### config.mk
export PLATFORM = sky130hd
export DESIGN_NAME = pisol_filter
export DESIGN_NICKNAME = d
export VERILOG_FILES = /design/src/rtl/pisol_pkg.sv /design/src/rtl/pisol_cfg_regs.sv /design/src/rtl/pisol_egress_calc.sv /design/src/rtl/pisol_filter.sv
export SDC_FILE = /design/constraint.sdc
export NUM_CORES = 1
export LEC_CHECK = 0
export BUFFER_PORTS_ARGS = -buffer_cell sky130_fd_sc_hd__buf_2
export CAP_MARGIN = 20
export CELL_PAD_IN_SITES_DETAIL_PLACEMENT = 1
export CELL_PAD_IN_SITES_GLOBAL_PLACEMENT = 2
export CORE_MARGIN = 8
export CORE_UTILIZATION = 35
export DETAILED_ROUTE_END_ITERATION = 8
export PLACE_DENSITY = 0.75
export SETUP_SLACK_MARGIN = 0.05
export SLEW_MARGIN = 20
export SYNTH_ARGS = -nofsm -noshare
export SYNTH_HDL_FRONTEND = slang
export SYNTH_SLANG_ARGS = --single-unit
### constraint.sdc
create_clock -name clk -period 1.54 [get_ports clk]
set_clock_uncertainty 0.1 [all_clocks]
set_input_delay 0.308 -clock clk [delete_from_list [all_inputs] [get_ports clk]]
set_output_delay 0.308 -clock clk [all_outputs]
set_load 0.02 [all_outputs]
### src/rtl/pisol_pkg.sv
package pisol_pkg;

  typedef enum logic [1:0] {
    CLS_UCAST = 2'd0,
    CLS_MCAST = 2'd1,
    CLS_BCAST = 2'd2,
    CLS_RSVD  = 2'd3
  } frame_class_e;

  // bit 0 rx_off, bit 1 tx_off, bit 2 bcast gate, bit 3 mcast gate, bit 4 ucast gate
  typedef struct packed {
    logic uc_en;
    logic mc_en;
    logic bc_en;
    logic tx_off;
    logic rx_off;
  } port_ctrl_t;

  localparam int CTRL_W = 5;

endpackage

### src/rtl/pisol_cfg_regs.sv
module pisol_cfg_regs
  import pisol_pkg::*;
#(
  parameter int NPORTS = 9,
  parameter int ADDR_W = 8,
  parameter int DATA_W = 16
) (
  input  logic                            clk,
  input  logic                            rst_n,
  input  logic                            cfg_we,
  input  logic                            cfg_sel,
  input  logic [ADDR_W-1:0]               cfg_addr,
  input  logic [DATA_W-1:0]               cfg_wdata,
  output port_ctrl_t [NPORTS-1:0]         ctrl_q,
  output logic [NPORTS-1:0][NPORTS-1:0]   mask_q
);

  // One control word and one mask per port. Odd mask addresses and
  // out-of-range ports simply match no slot.
  for (genvar g = 0; g < NPORTS; g++) begin : g_port
    logic hit_ctrl;
    logic hit_mask;

    assign hit_ctrl = cfg_we && !cfg_sel && (cfg_addr == ADDR_W'(g));
    assign hit_mask = cfg_we &&  cfg_sel && (cfg_addr == ADDR_W'(2 * g));

    always_ff @(posedge clk or negedge rst_n) begin
      if (!rst_n) begin
        ctrl_q[g] <= '0;
        mask_q[g] <= '1;
      end else begin
        if (hit_ctrl) ctrl_q[g] <= port_ctrl_t'(cfg_wdata[CTRL_W-1:0]);
        if (hit_mask) mask_q[g] <= cfg_wdata[NPORTS-1:0];
      end
    end
  end

  // a write that hits no port leaves all state untouched
  assert_cfg_stray_R10: assert property (@(posedge clk) disable iff (!rst_n)
    (cfg_we && cfg_sel && cfg_addr[0]) |=> (mask_q == $past(mask_q)));

endmodule

### src/rtl/pisol_egress_calc.sv
module pisol_egress_calc
  import pisol_pkg::*;
#(
  parameter int NPORTS   = 9,
  parameter int CPU_PORT = NPORTS - 1,
  parameter int PORT_W   = $clog2(NPORTS)
) (
  input  port_ctrl_t [NPORTS-1:0]         ctrl_q,
  input  logic [NPORTS-1:0][NPORTS-1:0]   mask_q,
  input  logic [PORT_W-1:0]               in_port,
  input  frame_class_e                    in_class,
  input  logic [NPORTS-1:0]               in_cand,
  output logic [NPORTS-1:0]               out_ports
);

  logic              port_ok;
  logic [PORT_W-1:0] idx;
  logic [NPORTS-1:0] tx_open;
  logic [NPORTS-1:0] self_bit;
  logic              cpu_gate;
  port_ctrl_t        cpu_ctrl;

  assign port_ok  = (int'(in_port) < NPORTS);
  assign idx      = port_ok ? in_port : '0;
  assign cpu_ctrl = ctrl_q[CPU_PORT];

  for (genvar g = 0; g < NPORTS; g++) begin : g_tx
    assign tx_open[g]  = !ctrl_q[g].tx_off;
    assign self_bit[g] = (int'(idx) == g);
  end

  always_comb begin
    unique case (in_class)
      CLS_UCAST: cpu_gate = cpu_ctrl.uc_en;
      CLS_MCAST: cpu_gate = cpu_ctrl.mc_en;
      CLS_BCAST: cpu_gate = cpu_ctrl.bc_en;
      default:   cpu_gate = 1'b0;
    endcase
  end

  always_comb begin
    out_ports = in_cand & mask_q[idx] & tx_open & ~self_bit;
    if (!cpu_gate) out_ports[CPU_PORT] = 1'b0;
    if (!port_ok || ctrl_q[idx].rx_off) out_ports = '0;
  end

endmodule

### src/rtl/pisol_filter.sv
module pisol_filter
  import pisol_pkg::*;
#(
  parameter int NPORTS   = 9,
  parameter int CPU_PORT = NPORTS - 1,
  parameter int ADDR_W   = 8,
  parameter int DATA_W   = 16,
  parameter int PORT_W   = $clog2(NPORTS)
) (
  input  logic              clk,
  input  logic              rst_n,
  input  logic              cfg_we,
  input  logic              cfg_sel,
  input  logic [ADDR_W-1:0] cfg_addr,
  input  logic [DATA_W-1:0] cfg_wdata,
  input  logic              req_valid,
  output logic              req_ready,
  input  logic [PORT_W-1:0] req_port,
  input  logic [1:0]        req_class,
  input  logic [NPORTS-1:0] req_cand,
  output logic              res_valid,
  input  logic              res_ready,
  output logic [NPORTS-1:0] res_ports
);

  port_ctrl_t [NPORTS-1:0]       ctrl_q;
  logic [NPORTS-1:0][NPORTS-1:0] mask_q;
  logic [NPORTS-1:0]             calc_ports;
  logic                          fire;

  pisol_cfg_regs #(.NPORTS(NPORTS), .ADDR_W(ADDR_W), .DATA_W(DATA_W)) u_regs (
    .clk(clk), .rst_n(rst_n), .cfg_we(cfg_we), .cfg_sel(cfg_sel),
    .cfg_addr(cfg_addr), .cfg_wdata(cfg_wdata),
    .ctrl_q(ctrl_q), .mask_q(mask_q)
  );

  pisol_egress_calc #(.NPORTS(NPORTS), .CPU_PORT(CPU_PORT), .PORT_W(PORT_W)) u_calc (
    .ctrl_q(ctrl_q), .mask_q(mask_q), .in_port(req_port),
    .in_class(frame_class_e'(req_class)), .in_cand(req_cand),
    .out_ports(calc_ports)
  );

  assign req_ready = !res_valid || res_ready;
  assign fire      = req_valid && req_ready;

  always_ff @(posedge clk or negedge rst_n) begin
    if (!rst_n) begin
      res_valid <= 1'b0;
      res_ports <= '0;
    end else if (fire) begin
      res_valid <= 1'b1;
      res_ports <= calc_ports;
    end else if (res_ready) begin
      res_valid <= 1'b0;
    end
  end

  // Views of the stored state, used only by the checks below.
  logic [NPORTS-1:0] tx_off_vec;
  logic [NPORTS-1:0] sel_mask;
  logic              sel_rx_off;
  logic              port_in_range;
  for (genvar g = 0; g < NPORTS; g++) begin : g_view
    assign tx_off_vec[g] = ctrl_q[g].tx_off;
  end
  assign port_in_range = (int'(req_port) < NPORTS);
  assign sel_mask      = port_in_range ? mask_q[req_port] : '0;
  assign sel_rx_off    = port_in_range ? ctrl_q[req_port].rx_off : 1'b1;

  assert_hold_R9: assert property (@(posedge clk) disable iff (!rst_n)
    (res_valid && !res_ready) |=> (res_valid && $stable(res_ports)));

  assert_latency_R9: assert property (@(posedge clk) disable iff (!rst_n)
    fire |=> res_valid);

  assert_rx_off_R2: assert property (@(posedge clk) disable iff (!rst_n)
    (fire && sel_rx_off) |=> (res_ports == '0));

  assert_tx_off_R3: assert property (@(posedge clk) disable iff (!rst_n)
    fire |=> ((res_ports & $past(tx_off_vec)) == '0));

  assert_in_mask_R4: assert property (@(posedge clk) disable iff (!rst_n)
    fire |=> ((res_ports & ~($past(sel_mask) & $past(req_cand))) == '0));

  assert_no_self_R5: assert property (@(posedge clk) disable iff (!rst_n)
    (fire && port_in_range) |=> (res_ports[$past(req_port)] == 1'b0));

  assert_rsvd_class_R6: assert property (@(posedge clk) disable iff (!rst_n)
    (fire && req_class == 2'd3) |=> !res_ports[CPU_PORT]);

endmodule

# ---- Word level (Yosys, flattened, before mapping)
# Cells that the tools add are included.
dict set report totals {
  regBits 136
  out_inout_bits 11
  inputBits 45
}
dict set report classes {
  n_bitwise 4
  n_eq_ne 22
  magnitude_cmp 2
  reduce_logical 39
  muxes 10
}
# cell count
set op_table {}
lappend op_table {{9-bit binary-select mux with 4-bit select} 1}
lappend op_table {{8-bit by 3-bit == test with 1-bit output (second input constant)} 4}
lappend op_table {{8-bit by 4-bit == test with 1-bit output (second input constant)} 4}
lappend op_table {{9-bit bitwise AND} 3}
lappend op_table {{1-bit logical AND} 21}
lappend op_table {{5-bit binary-select mux with 4-bit select} 1}
lappend op_table {{4-bit == test (second input constant)} 5}
lappend op_table {{9-bit two-way mux} 2}
lappend op_table {{8-bit by 2-bit == test with 1-bit output (second input constant)} 2}
lappend op_table {{1-bit logical NOT} 12}
lappend op_table {{9-bit NOT} 1}
lappend op_table {{4-bit by 3-bit == test with 1-bit output (second input constant)} 2}
lappend op_table {{8-bit by 1-bit == test with 1-bit output (second input constant)} 1}
lappend op_table {{8-bit by 5-bit == test with 1-bit output (second input constant)} 1}
lappend op_table {{8-bit logical NOT} 1}
lappend op_table {{4-bit by 5-bit less-than comparator with 1-bit output (second input constant)} 1}
lappend op_table {{4-bit by 2-bit == test with 1-bit output (second input constant)} 1}
lappend op_table {{4-bit logical NOT} 1}
lappend op_table {{4-bit less-than comparator (second input constant)} 1}
lappend op_table {{1-bit two-way mux} 4}
lappend op_table {{4-bit two-way mux} 1}
lappend op_table {{1-bit one-hot mux with 3 select lines} 1}
lappend op_table {{2-bit by 1-bit == test with 1-bit output (second input constant)} 1}
lappend op_table {{2-bit == test (second input constant)} 1}
lappend op_table {{other kinds (3)} 4}

# ---- Depth between registers and ports, before layout
dict set report depth {
  ltp_word 9
  depth_mapped 8
}

# ---- Modules after synthesis
# A second synthesis with hierarchy kept.
dict set report hier_totals {
  hier_cells 448
  hier_area_um2 6546.3
}
# module seq_area_each_um2 n_inst area_per_inst_um2 cells_per_inst
set by_module_without_submodules {}
lappend by_module_without_submodules {pisol_cfg_regs 3254.4 1 5073.6 303}
lappend by_module_without_submodules {pisol_egress_calc 0.0 1 1047.3 123}
lappend by_module_without_submodules {pisol_filter 250.2 1 425.4 22}

# ---- Worst setup path after synthesis
# OpenSTA, ideal clock, no wires.
dict set report synth_timing {
  path_type {input-to-reg}
  start {input port cfg_addr[5]}
  end {register u_regs.ctrl_q[35] (netlist name)}
  required_time_ns 1.315
  path_stages 5
  n_path_buf 0
  t_arrival_ns 1.705
  setup_slack_ns -0.390
  setup_time_ns 0.125
  cell_sequence {nor4_2 > and3b_1 > and3b_1 > and3_1 > mux2_2}
}
dict set report synth_via {
  elab_chain_len 2
}
# item line
set synth_lines {}
lappend synth_lines {{start, declared} pisol_filter.sv:14} ;# input logic [ADDR_W-1:0] cfg_addr,
lappend synth_lines {{8-bit by 3-bit == test with 1-bit output} pisol_cfg_regs.sv:24} ;# assign hit_ctrl = cfg_we && !cfg_sel && (cfg_addr == ADDR_W'(g));
lappend synth_lines {{1-bit logical AND} pisol_cfg_regs.sv:24}
# No other way between the ends.
# A chain may end at the register's enable or synchronous reset.

# ---- Final worst setup path
dict set report layout_timing {
  start {register u_regs.ctrl_q[15] (netlist name)}
  end {register res_ports[2]}
}
dict set report layout_via {
  elab_chain_len 4
}
# item line
set layout_lines {}
lappend layout_lines {{5-bit binary-select mux with 4-bit select} pisol_egress_calc.sv:44} ;# if (!port_ok || ctrl_q[idx].rx_off) out_ports = '0;
lappend layout_lines {{1-bit two-way mux (implied by the code)} pisol_egress_calc.sv:44}
lappend layout_lines {{1-bit logical OR} pisol_egress_calc.sv:44}
lappend layout_lines {{9-bit two-way mux} pisol_egress_calc.sv:44}
lappend layout_lines {{end signal, assigned} pisol_filter.sv:52} ;# res_ports <= calc_ports;
lappend layout_lines {{end, declared} pisol_filter.sv:23} ;# output logic [NPORTS-1:0] res_ports
# No other way between the ends. The select of a mux whose other input is x is not followed.

==> summary.md <==
| Metric | Value |
|---|---|
| Die Ht | `136 microns` |
| Cell row count | `43` |
| Violated checks | `negative setup slack` |
| Area after DPL | `around 0.0060 sq mm` |
| Ranking of synthesized cells by area | `dfstp_2 (38%), mux2_2 (22%), dfrtp_1 (15%), a32o_1 (1.8%), mux2i_1 (1.6%)` |
| WP data required | `approximately 1.7 ns` |
| Asr flop ratio synth | `1.00` |
| Die area | `0.0184 sq mm` |
| Mapped Area | `between 0.005 and 0.006 sq mm` |
| Worst IR Drop VDD | `574 uV` |
| Routability cong. | `0.840` |
| Final WL | `14.8 mm` |
| Overflow after GRT | `0` |
| DR DRC count | `0` |
| Top-area cell type share of the netlist area | `0.383` |
| Post-DP HPWL | `about 11 mm` |
| Initial core utilization | `0.360` |
| Commonest cells in the synthesized netlist | `mux2_2 (97), dfstp_2 (73), dfrtp_1 (31)` |
| Final Cycle Share | `1.17` |
| Largest net degree at the start of global routing | `54` |
| Count leader, synth | `mux2_2` |
| Root buffer cell | `clkbuf_16` |
| Clock Tree Buf Depth | `2` |
| RSZ-0062 raised after global routing | `yes` |
| Post-synthesis sequential area ratio | `0.538` |
| Final hold slack | `0.0641 ns` |
| Worst R2R End | `res_ports[2]$_DFFE_PN0P_` |
| Post-synth cell types | `50` |
| Routed WL per cell | `21.6 microns` |
| Hold path cells | `2` |
| Main synth FF type | `dfstp_2` |
| Crit. End Element | `register` |
| Antenna Cells | `0` |
| Synthesis-to-layout area growth | `27.7%` |
| Syn Inst Count | `393` |
| R2r startpoint | `u_regs.ctrl_q[15]$_DFFE_PN0P_` |
| FF-to-FF setup slack | `-0.26 ns` |
| Ports | `56` |
| Mapped Avg Cell Area | `12.7 sq um` |
| Pre-antenna DRT Iters | `4` |
| Initial drt markers | `157` |
| Total global-route track usage | `0.169` |
| CTS tree | `yes` |
| Minimum clock period after layout | `1.80 ns` |
| Worst-margin pin slew | `between 0.5 and 0.6 ns` |
| Crit path max fanout | `6` |
| EDFF count, synth | `0` |
| Post-Syn Nets | `438` |
| Design Area, Final | `0.00640 sq mm` |
| CTS Sinks | `~100` |
| Number of max-cap violations | `0` |
| Leading area contributor after synthesis | `dfstp_2` |
| Critical path type | `reg2reg` |
| Hold path start | `req_valid` |
| Worst Path Arrival | `1.99 ns` |
| Final Setup Violations | `9` |
| #FFs+latches synth | `104` |
| I/O Buffers | `48` |
| Clk_lat worst skew | `0.35 ns` |
| Synth Warn # | `0` |
| Fraction of layout cells with a size suffix above 1 | `0.634` |
| R2R cell count | `6` |
| Vias per cell | `roughly 5.4` |
| CTS buffer count | `9` |
| Rel. slew slack | `0.662` |
| Pwr Density | `942 mW/mm^2` |
| Fmax | `about 550 MHz` |
| Fin nets | `543` |
| Core footprint | `between 0.01 and 0.015 sq mm` |
| Outcome | `finished with violations` |
| Via count | `3673` |
| Worst setup margin | `-0.263 ns` |
| Fillers | `between 1000 and 1500` |
| Initial antenna violation count | `0` |
| H-tree depth | `3` |
| Die width | `between 100 and 150 microns` |
| Clock Pin Slew Worst Setup and Hold Paths | `0.07 ns` |
| Final setup TNS | `-2.21 ns` |
| Setup crit start kind | `register` |
| Vias in the first global route | `4110` |
| Final Util | `0.459` |
| Worst Hold Path EP | `res_valid$_DFFE_PN0P_` |
| Final Hold Vio Count | `0` |
| First-pass GRT wire length | `about 23 mm` |
| Worst hold path class | `in2reg` |
| Routed Antenna Nets | `0` |
| Static leakage | `2.91 nW` |
| Max-slew violation count | `0` |
## layer usage
| layer | up-vias | GRT usage | share of wire |
|---|---|---|---|
| met5 | - | 0 | 0 |
| met1 | 1901 | 0.226 | 0.47 |
| met4 | 0 | 0.0487 | 0.014 |
| met2 | 88 | 0.264 | 0.47 |
| met3 | 14 | 0.0441 | 0.047 |
| li1 | 1670 | - | - |
## what timing repair did
action / CTS / global route
pin swaps: 4 / 10
endpoints found under the hold margin: 31 / 0
buffers inserted: 1 / 3
hold buffers: 1 / 0
resized for setup: 8 / 13
setup endpoints to repair: 19 / 31
## worst max-delay path by stage
| stage | start | endpoint | slack, ns | depth (start not counted) |
|---|---|---|---|---|
| 3_5_place_dp | req_port[1] | res_ports[2]$_DFFE_PN0P_ | -0.49 | 8 |
| 2_1_floorplan | cfg_addr[6] | u_regs.ctrl_q[35]$_DFFE_PN0P_ | -0.29 | 5 |
| 5_1_grt | u_regs.ctrl_q[15]$_DFFE_PN0P_ | res_ports[7]$_DFFE_PN0P_ | -0.33 | 6 |
| 4_1_cts | u_regs.ctrl_q[15]$_DFFE_PN0P_ | res_ports[2]$_DFFE_PN0P_ | -0.26 | 6 |
| 6_report | u_regs.ctrl_q[15]$_DFFE_PN0P_ | res_ports[2]$_DFFE_PN0P_ | -0.26 | 6 |
| 3_3_place_gp | req_port[3] | res_ports[0]$_DFFE_PN0P_ | -0.42 | 8 |
## sequential cells by signal, summed over array words and instances (netlist names)
signal,count
res_valid,1
u_regs.mask_q,73
res_ports,9
u_regs.ctrl_q,21
## metrics by stage
| stage | worst slack (ns) | power, mW | std cells |
|---|---|---|---|
| after floorplan | -0.290 | 3.25 | 393 |
| after global placement | -0.418 | 3.59 | 662 |
| after detailed placement | -0.489 | 3.60 | 662 |
| after CTS | -0.260 | 6.10 | 680 |
| after global routing | -0.333 | 6.29 | 683 |
| final | -0.263 | 6.03 | 683 |
## critical path, stage by stage (launching register included)
cell,delay (ns)
dfrtp_1,0.40
mux2i_1,0.17
nor2_1,0.06
a221o_1,0.29
a2111oi_4,0.36
buf_6,0.19
a32o_1,0.17
## power by group
group | total [mW] | switching (mW) | leakage (nW) | internal (mW)
sequential | 2.91 | 0.0491 | 1.18 | 2.86
combinational | 0.665 | 0.362 | 1.57 | 0.303
clock | 2.46 | 0.996 | 0.160 | 1.46
total | 6.03 | 1.41 | 2.91 | 4.62
## cell families (layout without fill, tap and decap cells)
logic type               count (synthesis)  in the layout  share of synthesized area
XOR/XNOR                                 1              1                    0.00175
AND/OR/NAND/NOR                         88             88                     0.0977
flip-flops                             104            104                      0.538
AO/OA/AOI/OAI                           61             61                     0.0934
buffers and inverters                   30            140                     0.0267
multiplexers                           108            108                      0.241
adder cells (fa/ha/maj)                  1              1                    0.00200
## cell usage in the layout, fill, tap and decap left out, drive strengths merged, types with 5 or more instances in the layout
cell type	instances
mux2i	8
nor4b	5
mux2	100
nand2b	9
nor2	20
clkbuf	10
o21ai	10
o22ai	10
nand2	18
buf	113
a32o	9
dfrtp	31
nor2b	8
a21oi	5
nand3	5
dfstp	73
inv	10
## cell type report
| cell class | instances | area (sq um) | area share |
|---|---|---|---|
| Multi-Input combinational cell | 259 | 2290 | 0.357 |
| Sequential cell | 104 | 2690 | 0.421 |
| Timing Repair Buffer | 114 | 833 | 0.130 |
| Inverter | 10 | 37.5 | 0.00587 |
| Clock inverter | 6 | 82.6 | 0.0129 |
| Clock buffer | 10 | 239 | 0.0374 |
| Tap cell | 180 | 225 | 0.0352 |
No activity file was read; power rests on OpenSTA's default activity.
